File: src/rtl/tslot_pkg.sv
package tslot_pkg;
  parameter int unsigned POOL_BYTES = 32;
  parameter int unsigned POS_W      = 10;
  localparam int unsigned IDX_W     = $clog2(POOL_BYTES);
  localparam int unsigned CNT_W     = IDX_W + 1;
  localparam logic [POS_W-1:0] POS_MAX = '1;

  // position of the bit that starts on this tick
  function automatic logic [POS_W-1:0] next_pos(input logic [POS_W-1:0] pos,
                                                input logic sync);
    if (sync) return '0;
    if (pos == POS_MAX) return pos;
    return pos + 1'b1;
  endfunction

  // window test done one bit wider so start+len never wraps
  function automatic logic slot_hit(input logic [POS_W-1:0] pos,
                                    input logic [POS_W-1:0] start,
                                    input logic [POS_W-1:0] len);
    logic [POS_W:0] p, s, e;
    p = {1'b0, pos};
    s = {1'b0, start};
    e = s + {1'b0, len};
    return (p >= s) && (p < e);
  endfunction

  function automatic logic [CNT_W-1:0] clamp_len(input logic [CNT_W-1:0] cnt);
    if (cnt > CNT_W'(POOL_BYTES)) return CNT_W'(POOL_BYTES);
    return cnt;
  endfunction
endpackage

File: src/rtl/tslot_timer.sv
module tslot_timer
  import tslot_pkg::*;
(
  input  logic             clk,
  input  logic             rst_n,
  input  logic             bit_tick,
  input  logic             fsync,
  input  logic [POS_W-1:0] slot_start,
  input  logic [POS_W-1:0] slot_len,
  output logic             in_slot,
  output logic             slot_first
);
  logic [POS_W-1:0] pos_q;
  logic [POS_W-1:0] pos_n;

  always_comb begin
    pos_n      = next_pos(pos_q, fsync);
    in_slot    = slot_hit(pos_n, slot_start, slot_len);
    slot_first = in_slot && (pos_n == slot_start);
  end

  // saturated value keeps the line out of the slot until the first sync
  always_ff @(posedge clk or negedge rst_n) begin
    if (!rst_n)        pos_q <= POS_MAX;
    else if (bit_tick) pos_q <= pos_n;
  end
endmodule

File: src/rtl/tslot_pools.sv
module tslot_pools
  import tslot_pkg::*;
(
  input  logic             clk,
  input  logic             rst_n,
  input  logic             clr,
  input  logic             wr_en,
  input  logic [7:0]       wr_data,
  input  logic             xmit_cmd,
  input  logic [CNT_W-1:0] xmit_cnt,
  input  logic             rd_sel,
  input  logic [IDX_W-1:0] rd_idx,
  input  logic             done,
  output logic [7:0]       rd_byte,
  output logic [CNT_W-1:0] rd_len,
  output logic [1:0]       full_vec,
  output logic             pool_ready,
  output logic             cmd_accept
);
  logic [7:0]       mem [2][POOL_BYTES];
  logic             wsel;
  logic [CNT_W-1:0] wptr;
  logic             wr_ok;
  logic [CNT_W-1:0] len_w [2];

  assign pool_ready = !full_vec[wsel];
  assign cmd_accept = xmit_cmd && pool_ready && (xmit_cnt != '0) && !clr;
  assign wr_ok      = wr_en && pool_ready && (wptr < CNT_W'(POOL_BYTES)) && !clr;
  assign rd_byte    = mem[rd_sel][rd_idx];
  assign rd_len     = len_w[rd_sel];

  always_ff @(posedge clk) begin
    if (wr_ok) mem[wsel][wptr[IDX_W-1:0]] <= wr_data;
  end

  always_ff @(posedge clk or negedge rst_n) begin
    if (!rst_n) begin
      wsel <= 1'b0;
      wptr <= '0;
    end else if (clr) begin
      wsel <= 1'b0;
      wptr <= '0;
    end else if (cmd_accept) begin
      wsel <= ~wsel;
      wptr <= '0;
    end else if (wr_ok) begin
      wptr <= wptr + 1'b1;
    end
  end

  for (genvar g = 0; g < 2; g++) begin : g_pool
    logic             f_q;
    logic [CNT_W-1:0] l_q;
    always_ff @(posedge clk or negedge rst_n) begin
      if (!rst_n) begin
        f_q <= 1'b0;
        l_q <= '0;
      end else if (clr) begin
        f_q <= 1'b0;
      end else begin
        if (done && (rd_sel == 1'(g))) f_q <= 1'b0;
        if (cmd_accept && (wsel == 1'(g))) begin
          f_q <= 1'b1;
          l_q <= clamp_len(xmit_cnt);
        end
      end
    end
    assign full_vec[g] = f_q;
    assign len_w[g]    = l_q;
  end
endmodule

File: src/rtl/tslot_shifter.sv
module tslot_shifter
  import tslot_pkg::*;
(
  input  logic             clk,
  input  logic             rst_n,
  input  logic             clr,
  input  logic             bit_tick,
  input  logic             in_slot,
  input  logic             slot_first,
  input  logic [1:0]       full_vec,
  input  logic [7:0]       rd_byte,
  input  logic [CNT_W-1:0] rd_len,
  input  logic             cmd_accept,
  output logic             rd_sel,
  output logic [IDX_W-1:0] rd_idx,
  output logic             done,
  output logic             shift_fire,
  output logic             txd,
  output logic             txd_oe,
  output logic             all_sent
);
  logic       active;
  logic       pend;
  logic [2:0] bidx;
  logic       last_bit;
  logic       other_full;

  always_comb begin
    shift_fire = bit_tick && in_slot && full_vec[rd_sel] && (active || slot_first);
    last_bit   = (bidx == 3'd0) && ({1'b0, rd_idx} + 1'b1 == rd_len);
    done       = shift_fire && last_bit;
    other_full = full_vec[~rd_sel];
  end

  always_ff @(posedge clk or negedge rst_n) begin
    if (!rst_n) begin
      txd      <= 1'b1;
      txd_oe   <= 1'b0;
      active   <= 1'b0;
      pend     <= 1'b0;
      rd_sel   <= 1'b0;
      rd_idx   <= '0;
      bidx     <= 3'd7;
      all_sent <= 1'b0;
    end else begin
      if (bit_tick) begin
        txd_oe <= in_slot;
        txd    <= shift_fire ? rd_byte[bidx] : 1'b1;
      end
      if (clr) begin
        txd      <= 1'b1;
        active   <= 1'b0;
        pend     <= 1'b0;
        rd_sel   <= 1'b0;
        rd_idx   <= '0;
        bidx     <= 3'd7;
        all_sent <= 1'b0;
      end else begin
        // one full bit period after the final data bit
        if (bit_tick && pend) begin
          all_sent <= (full_vec == 2'b00);
          pend     <= 1'b0;
        end
        if (shift_fire) begin
          active <= 1'b1;
          if (bidx == 3'd0) begin
            bidx <= 3'd7;
            if (last_bit) begin
              rd_idx <= '0;
              rd_sel <= ~rd_sel;
              active <= other_full;
              pend   <= !other_full;
            end else begin
              rd_idx <= rd_idx + 1'b1;
            end
          end else begin
            bidx <= bidx - 3'd1;
          end
        end
        if (cmd_accept) all_sent <= 1'b0;
      end
    end
  end
endmodule

File: src/rtl/tslot_tx.sv
module tslot_tx
  import tslot_pkg::*;
(
  input  logic             clk,
  input  logic             rst_n,
  input  logic             bit_tick,
  input  logic             fsync,
  input  logic [POS_W-1:0] slot_start,
  input  logic [POS_W-1:0] slot_len,
  input  logic             tx_reset,
  input  logic             wr_en,
  input  logic [7:0]       wr_data,
  input  logic             xmit_cmd,
  input  logic [CNT_W-1:0] xmit_cnt,
  output logic             txd,
  output logic             txd_oe,
  output logic             pool_ready,
  output logic             all_sent,
  output logic             irq
);
  logic             in_slot;
  logic             slot_first;
  logic             shift_fire;
  logic             done;
  logic             cmd_accept;
  logic             rd_sel;
  logic [IDX_W-1:0] rd_idx;
  logic [7:0]       rd_byte;
  logic [CNT_W-1:0] rd_len;
  logic [1:0]       full_vec;
  logic             ready_q;
  logic             sent_q;

  tslot_timer u_timer (
    .clk, .rst_n, .bit_tick, .fsync, .slot_start, .slot_len,
    .in_slot, .slot_first
  );

  tslot_pools u_pools (
    .clk, .rst_n, .clr(tx_reset), .wr_en, .wr_data, .xmit_cmd, .xmit_cnt,
    .rd_sel, .rd_idx, .done, .rd_byte, .rd_len, .full_vec, .pool_ready,
    .cmd_accept
  );

  tslot_shifter u_shift (
    .clk, .rst_n, .clr(tx_reset), .bit_tick, .in_slot, .slot_first,
    .full_vec, .rd_byte, .rd_len, .cmd_accept, .rd_sel, .rd_idx, .done,
    .shift_fire, .txd, .txd_oe, .all_sent
  );

  always_ff @(posedge clk or negedge rst_n) begin
    if (!rst_n) begin
      ready_q <= 1'b1;
      sent_q  <= 1'b0;
      irq     <= 1'b0;
    end else begin
      ready_q <= pool_ready;
      sent_q  <= all_sent;
      irq     <= (pool_ready && !ready_q) || (all_sent && !sent_q);
    end
  end
endmodule

File: config.mk
export PLATFORM = sky130hd
export DESIGN_NAME = tslot_tx
export DESIGN_NICKNAME = d
export VERILOG_FILES = /design/src/rtl/tslot_pkg.sv /design/src/rtl/tslot_timer.sv /design/src/rtl/tslot_pools.sv /design/src/rtl/tslot_shifter.sv /design/src/rtl/tslot_tx.sv
export SDC_FILE = /design/constraint.sdc
export NUM_CORES = 1
export LEC_CHECK = 0
export BUFFER_PORTS_ARGS = -buffer_cell sky130_fd_sc_hd__buf_2
export CAP_MARGIN = 20
export CORE_ASPECT_RATIO = 1.4
export CORE_MARGIN = 2
export CORE_UTILIZATION = 60
export CTS_CLUSTER_SIZE = 20
export DETAILED_ROUTE_END_ITERATION = 8
export GPL_ROUTABILITY_DRIVEN = 0
export PLACE_DENSITY_LB_ADDON = 0.3
export SETUP_SLACK_MARGIN = 0.15
export SYNTH_ARGS = -nofsm -noshare
export SYNTH_HDL_FRONTEND = slang
export SYNTH_SLANG_ARGS = --single-unit
File: constraint.sdc
create_clock -name clk -period 5.7 [get_ports clk]
set_input_delay 0.285 -clock clk [delete_from_list [all_inputs] [get_ports clk]]
set_output_delay 0.285 -clock clk [all_outputs]
set_load 0.005 [all_outputs]
==> run summary, run 1 <==
Run status
* finished clean — run status

Placement
* 32.2 mm — dpl hpwl
* 1911 — cell total after placement
* 1.35 ns — Setup Slack @ Placement
* 45 — count of buffers inserted at the top-level ports

STA
* no — RSZ-0062 raised after global routing
* 0 — Final Max Slew Viols
* 23.6% — Relative slew margins
* 0.229 GHz — highest clock rate
* 0 — number of endpoints failing setup at the final stage
* 4.37 ns — shortest clock period the worst path allows after layout
* 1.33 ns — setup ws final
* 0.0219 ns — final setup skew
* 0 ns — sum of negative setup slack
* 0 — Final Hold Fails
* 1.15 ns — slew at the pin with the worst max-slew slack
* 76.7% — Period Utilization, post-route

Clock tree
* 560 — clock sinks
* 5 — CTS Hold Bufs
* 2 — H-tree depth reported by CTS
* clkbuf_16 — CTS root buffer
* 49 — clock buffers created by TritonCTS
* 0 — number of gates resized after CTS
* 3 — Max Root-Sink Buffers
* built — TritonCTS clock tree
* 0 — Setup Buffers After CTS
* 0.58 ns — clock insertion delay at the later pin of the skew report
* 0.07 ns — clock input transition at the sequential cells of the worst setup and hold paths

Floorplan
* 39200 um2 — CORE AREA
* 60.5% — initial standard-cell utilization of the core
* 86 — row cnt
* 172 um — Die Width
* 41100 um2 — Total Die Area
* 239 um — die height
* 46 — ports placed on the boundary

Worst setup path
* ha_1 > nand3_1 > nor3_1 > nor3b_1 > nand3_1 > xor2_1 > nor2_1 > ha_1 > and3_1 > nand3_1 > a2111oi_0 > o21ai_0 > nand3_1 > nand2_1 > or4_1 > a21bo_1 — critical path cell sequence
* register to register — category of the critical setup timing path
* 0 — crit path buf inv count
* nand3_1 — cell seen most often among critical-path stages
* dfstp_2 — cell with the largest stage delay on the worst path
* 7 — Max Fanout on Critical Path
* register — Crit. End Element
* simple AND/OR/NAND/NOR gates — crit-path leading delay family
* 0.58 ns — largest incremental delay on the critical path
* register — kind of start point of the critical path
* 6.17 ns — required time reported for the critical path endpoint
* 4.84 ns — Crit path arrival time

Global route
* 44.0% — GR Util met2
* met2 — global route hottest layer
* 0 — number of antenna violations at the first check in global routing
* 82 — maximum number of pins on one net before global-route repair
* 3.46% — GR met3 Demand/Resource
* 33.8% — met1 usage
* 13329 — vias in the first global route
* 25.9% — all-layer global routing usage
* 0 — total global routing overflow
* 78.9 mm — global-route wire length before repair

Logic synthesis
* 1396 — Post-Synthesis Cells
* 0 — Yosys warnings
* 1473 — Syn Nets
* 560 — Seq cells post-synth
* 23700 um2 — total standard cell area after synthesis
* 17.0 um2 — mean instance size in the synthesized netlist
* 8.57% — fraction of registers with async set/reset
* 69 — Distinct cells, synth
* edfxtp_1 — main flop type after synthesis
* 70.1% — fraction of the yosys area taken by sequential cells
* 512 — Post-synth EDFFs

Route
* 52.3 mm — aggregate routed wire length
* 26.0 um — average wire per cell in the routed design
* 5 — First-pass DRT Iterations
* 6.52 — number of vias per cell
* 1636 — initial drt markers
* 0 — post-route antenna net violation count
* 0 — total DRC errors in the routed layout
* 13140 — vias

Finish
* edfxtp_1 — most common library cell in the layout ignoring fill and taps
* 2015 — Finished Layout Cells
* 10.7% — growth of design area from synthesis to finish
* edfxtp_1, mux4_2, nor2_1 — commonest non-fill, non-tap cells in the layout
* 0 — number of inserted diodes
* 19.2% — fraction of final layout cells sized beyond drive strength 1
* 1526 — final-stage net count

Pwr
* 8300 uW — post-route total power
* 0.00847 uW — leakage power figure
* 316 nW/um2 — Pwr per Cell Area
* 0.196 mV — IR Drop Worst-Case VDD

Run
* 0 — max-capacitance violation count

Hold path
* primary input to register — worst min path class

==> final timing paths <==
check	startpoint	end	slack, ns	cells after the start
hold / removal	xmit_cnt[1]	u_pools.g_pool[1].l_q[1]	0.02	3
setup reg to reg	u_timer.pos_q[0]	u_pools.g_pool[0].f_q	1.33	16
setup / recovery	u_timer.pos_q[0]	u_pools.g_pool[0].f_q	1.33	16
hold reg to reg	sent_q	irq	0.43	1
min in group asynchronous	rst_n	u_timer.pos_q[7]	0.36	2
max in group asynchronous	rst_n	ready_q	5.03	3
==> layer usage <==
| metal | part of all wire, % | routed length [um] |
|---|---|---|
| met3 | 7.0 | 3640 |
| met4 | 4.0 | 2120 |
| met2 | 51 | 26800 |
| met1 | 38 | 19700 |
| met5 | 0 | 0 |
==> through the flow <==
stage,util [%],area (um2),hold WS (ns)
6_report,66.9,26200,0.0153
2_1_floorplan,-,23700,-0.0106
3_3_place_gp,62.2,24300,0.405
3_5_place_dp,62.2,24300,0.413
5_1_grt,66.9,26200,0.0370
4_1_cts,66.5,26000,0.00295
==> state kept, by name (all words and copies together) (netlist names), 2 cells and up <==
| register | count |
|---|---|
| u_timer.pos_q | 10 |
| u_pools.g_pool.f_q | 2 |
| u_pools.wptr | 6 |
| u_shift.bidx | 3 |
| u_pools.mem | 512 |
| u_shift.rd_idx | 5 |
| u_pools.g_pool.l_q | 12 |
==> cells in the mapped netlist, types with 8 or more instances <==
cell type	n	share of area, %
mux2i_1	86	3.6
a221oi_1	9	0.33
xnor2_1	13	0.48
nor3_1	25	0.53
ha_1	35	1.8
nand3_1	32	0.68
mux2_2	15	0.71
nand2_1	60	0.95
o211ai_1	14	0.44
mux4_2	100	9.5
dfstp_2	15	1.7
a21oi_1	31	0.66
a211oi_1	10	0.32
inv_1	27	0.43
clkbuf_1	39	0.62
edfxtp_1	512	65
nor2_1	99	1.6
buf_4	15	0.48
dfrtp_1	33	3.5
a22oi_1	26	0.82
buf_2	8	0.17
o21ai_0	28	0.59
nand2b_1	13	0.34
and3_1	9	0.24
==> worst min-delay path, delay by kind of cell <==
family | cells | cell delay (ns)
AOI/OAI and AO/OA | 1 | 0.08
buffers and inverters | 1 | 0.10
and+or+nand+nor | 1 | 0.08
==> cells by family (layout without fill, tap and decap cells) <==
| logic type | after synthesis | in the layout | share of synthesized area, % |
|---|---|---|---|
| AOI/OAI and AO/OA | 182 | 182 | 5.44 |
| DFF | 560 | 560 | 70.1 |
| xor gates and xnor gates | 20 | 20 | 0.740 |
| adders and majority gates | 36 | 36 | 1.93 |
| and+or+nand+nor | 296 | 296 | 6.02 |
| buffers and inverters | 101 | 192 | 1.94 |
| muxes | 201 | 201 | 13.9 |
==> layout make-up <==
class,instances,area [um2]
clock inverters,33,360
fillers,2620,12900
multi-input cells,735,6630
repair buffers,72,578
clock buffers,56,1270
inverters,31,116
well taps,528,661
flip-flops and latches,560,16600
==> power by group <==
| part | internal (uW) | switching [uW] |
|---|---|---|
| sequential | 4540 | 32.8 |
| clock | 1930 | 1460 |
| combinational | 123 | 223 |
| total | 6590 | 1710 |
Power figures use the tool's default switching activity.
==> inputs of run 2 (changes only) <==
--- a/config.mk
+++ b/config.mk
@@ -9,7 +9,7 @@
 export CAP_MARGIN = 20
 export CORE_ASPECT_RATIO = 1.4
 export CORE_MARGIN = 2
-export CORE_UTILIZATION = 60
+export CORE_UTILIZATION = 56
 export CTS_CLUSTER_SIZE = 20
 export DETAILED_ROUTE_END_ITERATION = 8
 export GPL_ROUTABILITY_DRIVEN = 0
==> constraint.sdc (replaced) <==
create_clock -name clk -period 4 [get_ports clk]
set_input_delay 0.2 -clock clk [delete_from_list [all_inputs] [get_ports clk]]
set_output_delay 0.2 -clock clk [all_outputs]
set_load 0.005 [all_outputs]
==> run summary, run 2 (synthesis gave the netlist of run 1 again) <==
Hold path
* 1 — hold path cells, -2
* u_pools.mem[0][190] — Hold Path Sink
* wr_data[6] — hold path start
* primary input to register — worst min path class

Floorplan
* 56.4% — initial standard-cell utilization of the core, -4.1 points
* 247 um — die height, +3.5%
* 46 — ports placed on the boundary, unchanged
* 44000 um2 — Total Die Area, +7.0%
* 42000 um2 — CORE AREA, +7.2%
* 89 — row cnt, +3.5%
* 178 um — Die Width, +3.4%

STA
* 0 — number of endpoints failing setup at the final stage, unchanged
* 0 — Final Max Slew Viols, unchanged
* no — RSZ-0062 raised after global routing
* 0.273 GHz — highest clock rate, +19%
* 0 — Final Hold Fails, unchanged
* 0 ns — sum of negative setup slack, unchanged
* 1.04 ns — slew at the pin with the worst max-slew slack, -0.104 ns
* 30.4% — Relative slew margins, +6.8 points
* 0.340 ns — setup ws final, -0.989 ns
* 3.66 ns — shortest clock period the worst path allows after layout, -0.711 ns
* 0.0222 ns — final setup skew, +0.000326 ns
* 91.5% — Period Utilization, post-route, +15 points

Global route
* 65 — maximum number of pins on one net before global-route repair, -21%
* 25.1% — all-layer global routing usage, -0.87 points
* 0 — total global routing overflow, unchanged
* 13707 — vias in the first global route, +2.8%
* 0 — number of antenna violations at the first check in global routing, unchanged
* 81.7 mm — global-route wire length before repair, +3.6%

Worst setup path
* 14 — worst reg2reg path depth, -2
* 0.34 ns — setup slack of the most critical reg-to-reg path, -0.99 ns
* register — Crit. End Element
* dfstp_2 — cell with the largest stage delay on the worst path
* 0.58 ns — largest incremental delay on the critical path, about the same
* register to register — category of the critical setup timing path
* u_timer.pos_q[0] — Reg-to-Reg Start
* register — kind of start point of the critical path
* ha_2 > nand3_1 > buf_4 > or4_1 > nand3_1 > ha_1 > nand2b_1 > a21oi_4 > a2111oi_4 > o21ai_2 > a311oi_2 > and2_4 > and2_1 > a32o_1 — critical path cell sequence
* 4.13 ns — Crit path arrival time, -0.71 ns
* nand3_1 — cell seen most often among critical-path stages
* 6 — Max Fanout on Critical Path, -1
* 4.47 ns — required time reported for the critical path endpoint, -1.70 ns
* u_timer.pos_q[0] — Critical Path Source
* u_shift.rd_idx[4] — Crit Reg-Reg Endpoint

Clock tree
* 560 — clock sinks, unchanged
* 50 — clock buffers created by TritonCTS, +2.0%
* 0.06 ns — clock input transition at the sequential cells of the worst setup and hold paths, about the same
* clkbuf_16 — CTS root buffer
* built — TritonCTS clock tree
* 3 — Max Root-Sink Buffers, unchanged
* 2 — H-tree depth reported by CTS, unchanged
* 0.59 ns — clock insertion delay at the later pin of the skew report, about the same

Placement
* 0.0528 ns — Setup Slack @ Placement, -1.30 ns
* 1984 — cell total after placement, +3.8%
* 34.0 mm — dpl hpwl, +5.7%
* 45 — count of buffers inserted at the top-level ports, unchanged

Route
* 1220 — initial drt markers, -25%
* 0 — total DRC errors in the routed layout, unchanged
* 13366 — vias, +1.7%
* 54.6 mm — aggregate routed wire length, +4.4%
* 6.38 — number of vias per cell, -2.2%
* 26.1 um — average wire per cell in the routed design, +0.42%
* 0 — post-route antenna net violation count, unchanged
* 5 — First-pass DRT Iterations, unchanged

Pwr
* 20.8% — Sw Ratio, +0.20 points
* 2470 uW — net switching power figure, +44%
* 54.9% — fraction of power consumed by sequential logic, -0.2 points
* 0.00877 uW — leakage power figure, +3.5%
* 40.6% — clock network fraction of design power, -0.2 points
* 442 nW/um2 — Pwr per Cell Area, +40%
* 0.283 mV — IR Drop Worst-Case VDD, +44%
* 9390 uW — internal power summed over all cells, +43%
* 4.4% — combinational group share of total power, +0.2 points

Run status
* finished clean — run status

Finish
* 13.2% — growth of design area from synthesis to finish
* 512 — max reg flops, unchanged
* 23.6% — fraction of final layout cells sized beyond drive strength 1, +4.5 points
* 2095 — Finished Layout Cells, +4.0%
* 6770 um2 — area used by multi-input combinational logic, +2.2%
* 1585 — final-stage net count, +3.9%
* 0 — number of inserted diodes, unchanged
* 2846 — number of fill cells in the layout, +8.6%
* 16600 um2 — register area, unchanged
* edfxtp_1 — most common library cell in the layout ignoring fill and taps
* edfxtp_1, mux4_2, nor2_1 — commonest non-fill, non-tap cells in the layout

Run
* 0 — max-capacitance violation count, unchanged

[run 2: cell count changes in the layout (fill, tap and decap cells not counted), moves of 3 or more]
cell and delta:
dlygate4sd3_1 +6, buf_12 -3, clkinv_1 -3, clkinvlp_4 +3, nor3_2 +3, a21oi_1 -3, nor3_1 -3, buf_4 +56
[run 2: worst max-delay path by stage]
stage                     cells after the start               endpoint  slack (ns)
final                                        14      u_shift.rd_idx[4]        0.34
after global routing                         16  u_pools.g_pool[0].f_q        0.09
after CTS                                    16      u_shift.rd_idx[0]        0.15
after detailed placement                     18      u_shift.rd_idx[3]        0.05
after global placement                       16  u_pools.g_pool[0].f_q        0.20
after floorplan                              16  u_pools.g_pool[0].f_q        0.25
[run 2: what timing repair did]
item | 4_1_cts | 5_1_grt
setup buffers | 0 | 2
endpoints found under the setup margin | 5 | 14
endpoints found under the hold margin | 48 | 18
resized for setup | 3 | 26
hold buffers | 8 | 3
gates cloned | 0 | 0
pin swaps | 0 | 8
[run 2: stage by stage]
step	area, um2	hold WS (ns)	util (%)	total power (uW)
after global routing	26800	0.00226	63.9	12200
after global placement	24800	0.414	59.1	7100
after CTS	26500	0.0335	63.2	11900
after detailed placement	24800	0.421	59.1	7120
after floorplan	23700	-0.0956	-	6890
final	26800	0.00705	63.9	11900
[run 2: power by group through the flow]
stage | logic [uW] | registers (uW) | clock network (uW)
floorplan | 264 | 6620 | 0
global placement | 463 | 6630 | 0
detailed placement | 481 | 6640 | 0
CTS | 492 | 6520 | 4870
global route | 580 | 6520 | 5080
finish | 527 | 6510 | 4820
[run 2: metal layers]
metal / vias to the layer above / track usage, % / routed length [um]
li1: 5802 / - / -
met1: 6812 / 31.6 / 20100
met2: 613 / 44.2 / 28500
met3: 139 / 3.11 / 3730
met4: 0 / 9.98 / 2310
met5: - / 0 / 0
[run 2: worst max-delay path, delay by kind of cell (launching register included)]
kind	cells	cell delay [ns]
buffers and inverters	1	0.17
adder cells (fa/ha/maj)	2	0.47
AO/OA/AOI/OAI	5	0.96
AND/OR/NAND/NOR	6	1.37
flip-flops	1	0.58
[run 2: layout make-up]
cell class	instances	share of cell area, %
repair buffers	130	3.70
well taps	546	2.55
clock inverters	34	1.28
inverters	31	0.434
clock buffers	59	4.87
flip-flops and latches	560	61.9
multi-input cells	735	25.3
